==> src/rtl/can_bit_timer.sv <==
module can_bit_timer #(
  parameter int BRP_W  = 6,
  parameter int PRS_W  = 3,
  parameter int PH_W   = 3,
  parameter int SJW_W  = 2,
  parameter int MIN_TQ = 8,
  parameter int MAX_TQ = 25,
  parameter int IPT_TQ = 2
) (
  input  logic             clk,
  input  logic             rst_n,
  input  logic [BRP_W-1:0] brp_cfg,
  input  logic [PRS_W-1:0] prop_cfg,
  input  logic [PH_W-1:0]  ph1_cfg,
  input  logic [PH_W-1:0]  ph2_cfg,
  input  logic [SJW_W-1:0] sjw_cfg,
  input  logic             hsync_en,
  input  logic             rx_level,
  output logic             tq_tick,
  output logic             sample_pt,
  output logic             tx_pt,
  output logic             cfg_err
);
  localparam int FW = (PRS_W > PH_W) ? PRS_W : PH_W;
  localparam int LW = FW + 3;

  typedef enum logic [1:0] {S_SYNC, S_PROP, S_PH1, S_PH2} seg_t;

  logic [BRP_W-1:0] pre_q;
  seg_t             seg_q;
  logic [LW-1:0]    cnt_q, ext_q, shr_q;
  logic             adj_q, rx_q;

  wire [LW-1:0] prop_len = LW'(prop_cfg) + LW'(1);
  wire [LW-1:0] ph1_base = LW'(ph1_cfg) + LW'(1);
  wire [LW-1:0] ph2_base = LW'(ph2_cfg) + LW'(1);
  wire [LW-1:0] sjw_len  = LW'(sjw_cfg) + LW'(1);
  wire [LW-1:0] total    = LW'(1) + prop_len + ph1_base + ph2_base;

  assign cfg_err = (ph2_base < LW'(IPT_TQ)) || (ph2_base > ph1_base) ||
                   (sjw_len > ph1_base) || (total < LW'(MIN_TQ)) || (total > LW'(MAX_TQ));

  assign tq_tick = !cfg_err && (pre_q >= brp_cfg);

  wire fall     = rx_q && !rx_level;
  wire hard     = fall && hsync_en && !cfg_err;
  wire resync   = fall && !hsync_en && !adj_q && !cfg_err;
  wire late     = resync && (seg_q == S_PROP || seg_q == S_PH1);
  wire early    = resync && (seg_q == S_PH2);

  wire [LW-1:0] late_e  = (seg_q == S_PROP) ? cnt_q + LW'(1) : prop_len + cnt_q + LW'(1);
  wire [LW-1:0] early_e = ph2_base - cnt_q;
  wire [LW-1:0] ext_now = late  ? ((late_e  < sjw_len) ? late_e  : sjw_len) : ext_q;
  wire [LW-1:0] shr_now = early ? ((early_e < sjw_len) ? early_e : sjw_len) : shr_q;

  logic [LW-1:0] cur_len;
  always_comb begin
    case (seg_q)
      S_SYNC:  cur_len = LW'(1);
      S_PROP:  cur_len = prop_len;
      S_PH1:   cur_len = ph1_base + ext_now;
      default: cur_len = ph2_base - shr_now;
    endcase
  end

  wire seg_end = (cnt_q + LW'(1)) >= cur_len;

  assign sample_pt = tq_tick && seg_q == S_PH1 && seg_end;
  assign tx_pt     = tq_tick && seg_q == S_PH2 && seg_end;

  always_ff @(posedge clk or negedge rst_n) begin
    if (!rst_n) begin
      pre_q <= '0;
      seg_q <= S_SYNC;
      cnt_q <= '0;
      ext_q <= '0;
      shr_q <= '0;
      adj_q <= 1'b0;
      rx_q  <= 1'b1;
    end else begin
      rx_q <= rx_level;
      if (cfg_err || hard) begin
        pre_q <= '0;
        seg_q <= S_SYNC;
        cnt_q <= '0;
        ext_q <= '0;
        shr_q <= '0;
        adj_q <= 1'b0;
      end else begin
        if (late)  begin ext_q <= ext_now; adj_q <= 1'b1; end
        if (early) begin shr_q <= shr_now; adj_q <= 1'b1; end
        pre_q <= tq_tick ? '0 : pre_q + BRP_W'(1);
        if (tq_tick) begin
          if (seg_end) begin
            cnt_q <= '0;
            seg_q <= seg_t'(seg_q + 2'd1);
            if (seg_q == S_PH2) begin
              ext_q <= '0;
              shr_q <= '0;
              adj_q <= 1'b0;
            end
          end else begin
            cnt_q <= cnt_q + LW'(1);
          end
        end
      end
    end
  end

  a_r3_strobes_apart: assert property (@(posedge clk) disable iff (!rst_n)
    !(sample_pt && tx_pt));
  a_r5_err_silent: assert property (@(posedge clk) disable iff (!rst_n)
    cfg_err |-> (!tq_tick && !sample_pt && !tx_pt));
  a_r1_tick_gap: assert property (@(posedge clk) disable iff (!rst_n)
    (tq_tick && brp_cfg != '0) |=> (!tq_tick || $changed(brp_cfg)));
  a_r3_bit_restart: assert property (@(posedge clk) disable iff (!rst_n)
    tx_pt |=> (seg_q == S_SYNC && cnt_q == '0));
  a_r6_hard_sync: assert property (@(posedge clk) disable iff (!rst_n)
    hard |=> (seg_q == S_SYNC && cnt_q == '0 && pre_q == '0));
  a_r9_one_adjust: assert property (@(posedge clk) disable iff (!rst_n)
    (adj_q && seg_q != S_PH2) |=> $stable(ext_q) || seg_q == S_SYNC);
endmodule

==> config.mk <==
export PLATFORM = sky130hd
export DESIGN_NAME = can_bit_timer
export DESIGN_NICKNAME = d
export VERILOG_FILES = /design/src/rtl/can_bit_timer.sv
export SDC_FILE = /design/constraint.sdc
export NUM_CORES = 1
export LEC_CHECK = 0
export BUFFER_PORTS_ARGS = -buffer_cell sky130_fd_sc_hd__clkbuf_2
export CORE_UTILIZATION = 35
export DETAILED_ROUTE_END_ITERATION = 10
export HOLD_SLACK_MARGIN = 0.08
export SKIP_LAST_GASP = 1
export SYNTH_ARGS = -nofsm -noshare
export SYNTH_HDL_FRONTEND = slang
export SYNTH_SLANG_ARGS = --single-unit
==> constraint.sdc <==
create_clock -name clk -period 13.45 [get_ports clk]
set_clock_uncertainty 0.2 [all_clocks]
set_input_delay 0.6725 -clock clk [delete_from_list [all_inputs] [get_ports clk]]
set_output_delay 0.6725 -clock clk [all_outputs]
set_load 0.01 [all_outputs]
### Yosys cells after proc, flatten, opt, wreduce, memory -nomap -nowiden

Cells that the tools add are included.

| word-level totals | value |
|---|---|
| flip-flop bits (word level) | 28 |
| input port bits | 21 |

| operators by class | value |
|---|---|
| $add $sub $neg | 15 |
| order comparisons | 9 |
| eq/ne operators | 3 |
| muxes and demuxes | 30 |
| reductions and logical operators | 27 |

Operators by type and width:

| kind | count |
|---|---|
| $mux W6 | 20 |
| $add A6 B1 Y6 const B | 3 |
| $pmux W6 S3 | 1 |
| $logic_and A1 B1 Y1 | 13 |
| $add A3 B1 Y4 const B | 3 |
| $add A4 B6 Y6 | 2 |
| $ge A6 B6 Y1 | 2 |
| $lt A6 B3 Y1 | 2 |
| $sub A4 B6 Y6 | 2 |
| $add A5 B4 Y6 | 1 |
| $add A6 B4 Y6 | 1 |
| $gt A6 B5 Y1 const B | 1 |
| $logic_or A1 B1 Y1 | 6 |
| $lt A6 B4 Y1 const B | 1 |
| $mux W1 | 6 |
| $mux W2 | 3 |
| $add A1 B4 Y5 const A | 1 |
| $eq A2 B2 Y1 const B | 2 |
| $gt A3 B4 Y1 | 1 |
| $gt A4 B4 Y1 | 1 |
| $logic_not A1 Y1 | 4 |
| $lt A4 B2 Y1 const B | 1 |
| $reduce_bool A2 Y1 | 2 |
| $add A2 B1 Y3 const B | 1 |
| other kinds (4) | 4 |

### Depth between registers and ports, before layout

| depth | value |
|---|---|
| depth in word-level cells | 17 |
| gate-level depth with buffers | 31 |
| mapped depth without buffers | 30 |

### Least setup slack after synthesis

Ideal clock, no wire load.

| timing path | value |
|---|---|
| kind | input-to-output |
| start point | input port ph1_cfg[0] |
| end point | output port sample_pt |
| arrival time | 6602 ps |
| data required time | 12577 ps |
| setup slack | 5976 ps |
| stages | 27 |
| path buffers | 3 |
| cells stage by stage | ha_1 clkbuf_1 xor2_1 ha_1 ha_1 a211oi_1 nor2_1 and3_1 or4_4 or4_4 buf_6 a311o_1 nand2_1 ha_1 a21o_1 a21oi_1 nor2b_1 o21ai_0 xnor2_1 a31oi_1 mux2_2 ha_1 nand3_1 o21ai_0 and2_1 clkbuf_1 and3_1 |

| between the ends | value |
|---|---|
| word-level cells in the longest chain between the ends | 14 |
| elaborated cells on any way between the ends | 24 |
| classes of those cells | add/sub: 5; order compare: 5; mux: 3; reduce/logical: 11 |

Ends and longest elaborated chain:

| element | RTL line | text |
|---|---|---|
| start: declaration | 14 | `input logic [PH_W-1:0] ph1_cfg,` |
| $add A3 B1 Y4 * | 35 | `wire [LW-1:0] ph1_base = LW'(ph1_cfg) + LW'(1);` |
| $add A5 B4 Y6 / $gt A4 B4 Y1 (equally long branches) | 38, 40 |  |
| $add A6 B4 Y6 / $logic_or A1 B1 Y1 (equally long branches) | 38, 40 |  |
| $lt A6 B4 Y1 / $logic_or A1 B1 Y1 (equally long branches) | 41, 40 |  |
| $logic_or A1 B1 Y1 (2 in a row) | 41 | `(sjw_len > ph1_base) \|\| (total < LW'(MIN_TQ)) \|\| (total > LW'(MAX_TQ));` |
| $logic_not A1 Y1 | 43, 47 |  |
| $logic_and A1 B1 Y1 | 47 | `wire resync = fall && !hsync_en && !adj_q && !cfg_err;` |
| $logic_and A1 B1 Y1, on equally long branches | 49, 48 |  |
| $mux W6, on equally long branches | 54, 53 |  |
| $sub A4 B6 Y6 / $add A4 B6 Y6 (equally long branches) | 62, 61 |  |
| $pmux W6 S3 | 58 | `case (seg_q)` |
| $ge A6 B6 Y1 | 66 | `wire seg_end = (cnt_q + LW'(1)) >= cur_len;` |
| $logic_and A1 B1 Y1 * | 68 | `assign sample_pt = tq_tick && seg_q == S_PH1 && seg_end;` |
| end: declaration | 20 | `output logic sample_pt,` |

Mark *: on every way between the ends. The rest lies on a longest branch, timed or not.

### Worst setup path in the final report

| timing path | value |
|---|---|
| start point | input port prop_cfg[0] |
| end point | output port sample_pt |

| between the ends | value |
|---|---|
| word-level cells in the longest chain between the ends | 15 |
| elaborated cells on any way between the ends | 26 |
| classes of those cells | add/sub: 8; order compare: 4; mux: 5; reduce/logical: 9 |

Ends and longest elaborated chain:

| element | RTL line | text |
|---|---|---|
| start: declaration | 13 | `input logic [PRS_W-1:0] prop_cfg,` |
| $add A3 B1 Y4 * | 34 | `wire [LW-1:0] prop_len = LW'(prop_cfg) + LW'(1);` |
| $add A1 B4 Y5 | 38 | `wire [LW-1:0] total = LW'(1) + prop_len + ph1_base + ph2_base;` |
| $add A5 B4 Y6 | 38 |  |
| $add A6 B4 Y6 | 38 |  |
| $lt A6 B4 Y1 | 41 |  |
| $logic_or A1 B1 Y1 (2 in a row) | 41 |  |
| $logic_not A1 Y1 | 43, 47 |  |
| $logic_and A1 B1 Y1 | 47 |  |
| $logic_and A1 B1 Y1, on equally long branches | 49, 48 |  |
| $mux W6, on equally long branches | 54, 53 |  |
| $sub A4 B6 Y6 / $add A4 B6 Y6 (equally long branches) | 62, 61 |  |
| $pmux W6 S3 | 58 |  |
| $ge A6 B6 Y1 | 66 |  |
| $logic_and A1 B1 Y1 * | 68 |  |

Marks and branches as above.

==> results by group <==
Run status
  • Outcome: finished clean

Routing
  • Detailed Route Iter0 Violations: 109
  • Drt wl/cell: 14.9 um
  • DRC viols: 0
  • Total wire length: about 8000 um
  • Pre-antenna DRT Iters: 4
  • Final ANT Viol Nets: 0
  • Vias after detailed routing: between 2000 and 3000
  • Number of vias per cell: about 5.4

Hold path
  • Worst Hold Class: input port to asynchronous set/reset pin

Power and ir drop
  • Design Power: around 250 uW
  • Total leakage power: 0.00171 uW
  • Worst VDD drop: around 0.038 mV
  • Power Dens Cells: between 60 and 70 mW/mm^2

STA
  • Tmin final: 8.33 ns
  • RSZ-0062 raised after global routing: no
  • Worst Tran Pin Value: between 0.8 and 0.9 ns
  • Setup_tns: 0 ns
  • Setup violations, final: 0
  • Final hold vios: 0
  • Final Cycle Share: between 60 and 70%
  • Slew Viols, Final: 0
  • Max-slew headroom: between 40 and 50%
  • Highest clock rate: about 0.12 GHz

Global route
  • Total track usage: 17.2%
  • Largest net degree at the start of global routing: 29
  • GRT overflow: 0
  • GR Util met3: between 1 and 1.5%
  • GR Util met1: between 20% and 30%
  • First-pass GRT wire length: approximately 14000 um
  • Vias in the first global route: approximately 2900
  • Busiest grt layer: met2
  • Initial antenna violation count: 0
  • Met2 Track Usage GR: between 20% and 30%

Floorplanning
  • Row cnt: 35
  • Die area: approximately 0.0099 sq mm
  • Die H: 99.7 um
  • Initial Util: 36.2%
  • Die Width: about 100 um
  • Io pins: 25
  • Core area: slightly above 0.009 sq mm

Worst setup path
  • Critical Path End Type: output pin
  • CP required: 12.58 ns
  • Kind of start point of the critical path: input port
  • Setup CP Type: input port to output pin
  • CP Data Arrival Time: roughly 7.5 ns
  • Crit Path Max Fanout: 6

Cells and area
  • NumNets Final: 489
  • N_diodes: 0
  • Proportion of layout cells with a drive suffix above 1: 11.3%
  • Syn-to-layout area delta: 8.84%
  • Post-route core utilization: about 40%
  • Commonest non-fill, non-tap cell in the layout: ha_1
  • FILL cells: between 900 and 1000
  • Most frequent cells in the layout: ha_1, inv_1, nor2_1, dfrtp_1, clkbuf_2

Clocking
  • Cts hold-fix bufs: 0
  • H-tree depth: 1
  • Total CTS buffers: 3
  • Clk root buf: clkbuf_8
  • CTS sink cnt: 28
  • Worst-path clk slew: roughly 0.1 ns
  • CTS resizes: 0
  • TritonCTS clock tree: yes
  • Number of post-CTS setup repair buffers: 0
  • Max clock buf depth: 2
  • Worst-skew pair later-pin latency: 0.27 ns

Placement
  • HPWL after DPL: around 6400 um
  • Count of input and output buffers: 24
  • Final GP Congestion: approximately 0.91

Yosys
  • Yosys reg bits: 28
  • Post-synthesis net count: 470
  • Post-synth top flop: dfrtp_1
  • Avg Cell Area, Syn: roughly 8.6 sq um
  • Sequential area share after synthesis: 21.0%
  • Area of the mapped netlist: between 0.003 and 0.004 sq mm
  • Fraction of registers with async set/reset: 100%
  • Synth Instances: 389
  • Post-synth EDFFs: 0
  • Netlist cell types: 60
  • Synth warn: 0

Flow run
  • Max-cap violation count: 0
==> cell families after synthesis <==
logic type | count (synthesis) | share of synthesized area (%)
buffers and inverters | 47 | 5.51
and+or+nand+nor | 125 | 19.9
DFF | 28 | 21.0
AOI/OAI and AO/OA | 90 | 18.3
xor gates and xnor gates | 26 | 7.27
adders and majority gates | 60 | 23.8
muxes | 13 | 4.16
==> routing by layer <==
layer  routed length [um]  part of all wire [%]  vias to the layer above
li1                     -                     -                     1440
met1                 3970                    50                     1369
met2                 3630                    45                       55
met3                  228                   2.9                       12
met4                  145                   1.8                        0
met5                    0                     0                        -
==> state kept, by name, summed over array words and instances, names as in the netlist <==
name   cells
shr_q      6
seg_q      2
cnt_q      6
pre_q      6
ext_q      6
rx_q       1
adj_q      1
==> metrics by stage <==
step | setup slack [ns] | instance area, sq um | cells | hold WS, ns
CTS | 5.23 | 3640 | 536 | 0.262
detailed placement | 5.25 | 3580 | 532 | 0.289
finish | 5.12 | 3640 | 536 | 0.239
global placement | 5.38 | 3580 | 532 | 0.283
global route | 4.53 | 3640 | 536 | 0.283
floorplan | 5.98 | 3340 | 389 | 0.177
==> worst max-delay path: stages <==
cell and delay [ns]:
clkbuf_2 0.15, ha_1 0.23, xor2_1 0.43, xnor2_1 0.18
ha_1 0.25, ha_1 0.24, a211oi_1 0.25, nor2_1 0.15
and3_1 0.22, or4_4 0.50, nor4_1 0.65, mux2_2 0.42
ha_1 0.21, fa_1 0.43, o21ai_0 0.20, a21oi_1 0.15
a21oi_1 0.19, nor3b_1 0.07, nor4_1 0.38, ha_1 0.32
a21o_1 0.16, a21oi_1 0.13, o21ai_0 0.22, and2_1 0.31
and3_1 0.21, clkbuf_2 0.12
==> power breakdown <==
group,internal (uW),leakage [uW],switching [uW],total (uW)
registers,85.5,0.000387,1.18,86.7
clock network,26.2,0.0000288,26.6,52.7
logic,44.4,0.00130,70.1,115
==> cell usage after synthesis, drive strengths merged (10+ instances only) <==
| cell type | count | area share (%) |
|---|---|---|
| nand3 | 12 | 1.8 |
| nor2 | 34 | 3.8 |
| ha | 54 | 20 |
| o21ai | 14 | 2.1 |
| and3 | 12 | 2.3 |
| inv | 36 | 4.0 |
| dfrtp | 27 | 20 |
| nand2 | 19 | 2.1 |
| a21oi | 23 | 3.6 |
| a21o | 12 | 2.7 |
| clkbuf | 10 | 1.1 |
| xnor2 | 17 | 4.7 |
==> final cells by class <==
type,instances,area (sq um),area share [%]
Timing Repair Buffer,25,128,3.51
Multi-Input combinational cell,314,2450,67.5
Sequential cell,28,702,19.3
Inverter,36,135,3.72
Clock buffer,4,55.1,1.51
Tap cell,129,161,4.44
==> worst paths after layout <==
| path | from | slack (ns) | end | depth (start not counted) |
|---|---|---|---|---|
| max | prop_cfg[0] | 5.12 | sample_pt | 26 |
| min | rst_n | 0.24 | pre_q[0]$_DFF_PN0_ | 1 |
| max reg2reg | cnt_q[0]$_DFFE_PN0P_ | 5.87 | ext_q[5]$_DFF_PN0_ | 28 |
| min reg2reg | pre_q[0]$_DFF_PN0_ | 0.30 | pre_q[0]$_DFF_PN0_ | 1 |
| max in group asynchronous | rst_n | 12.35 | cnt_q[2]$_DFFE_PN0P_ | 1 |
| min in group clk | rx_level | 0.29 | rx_q$_DFF_PN1_ | 1 |
(Power assumes the default switching activity.)
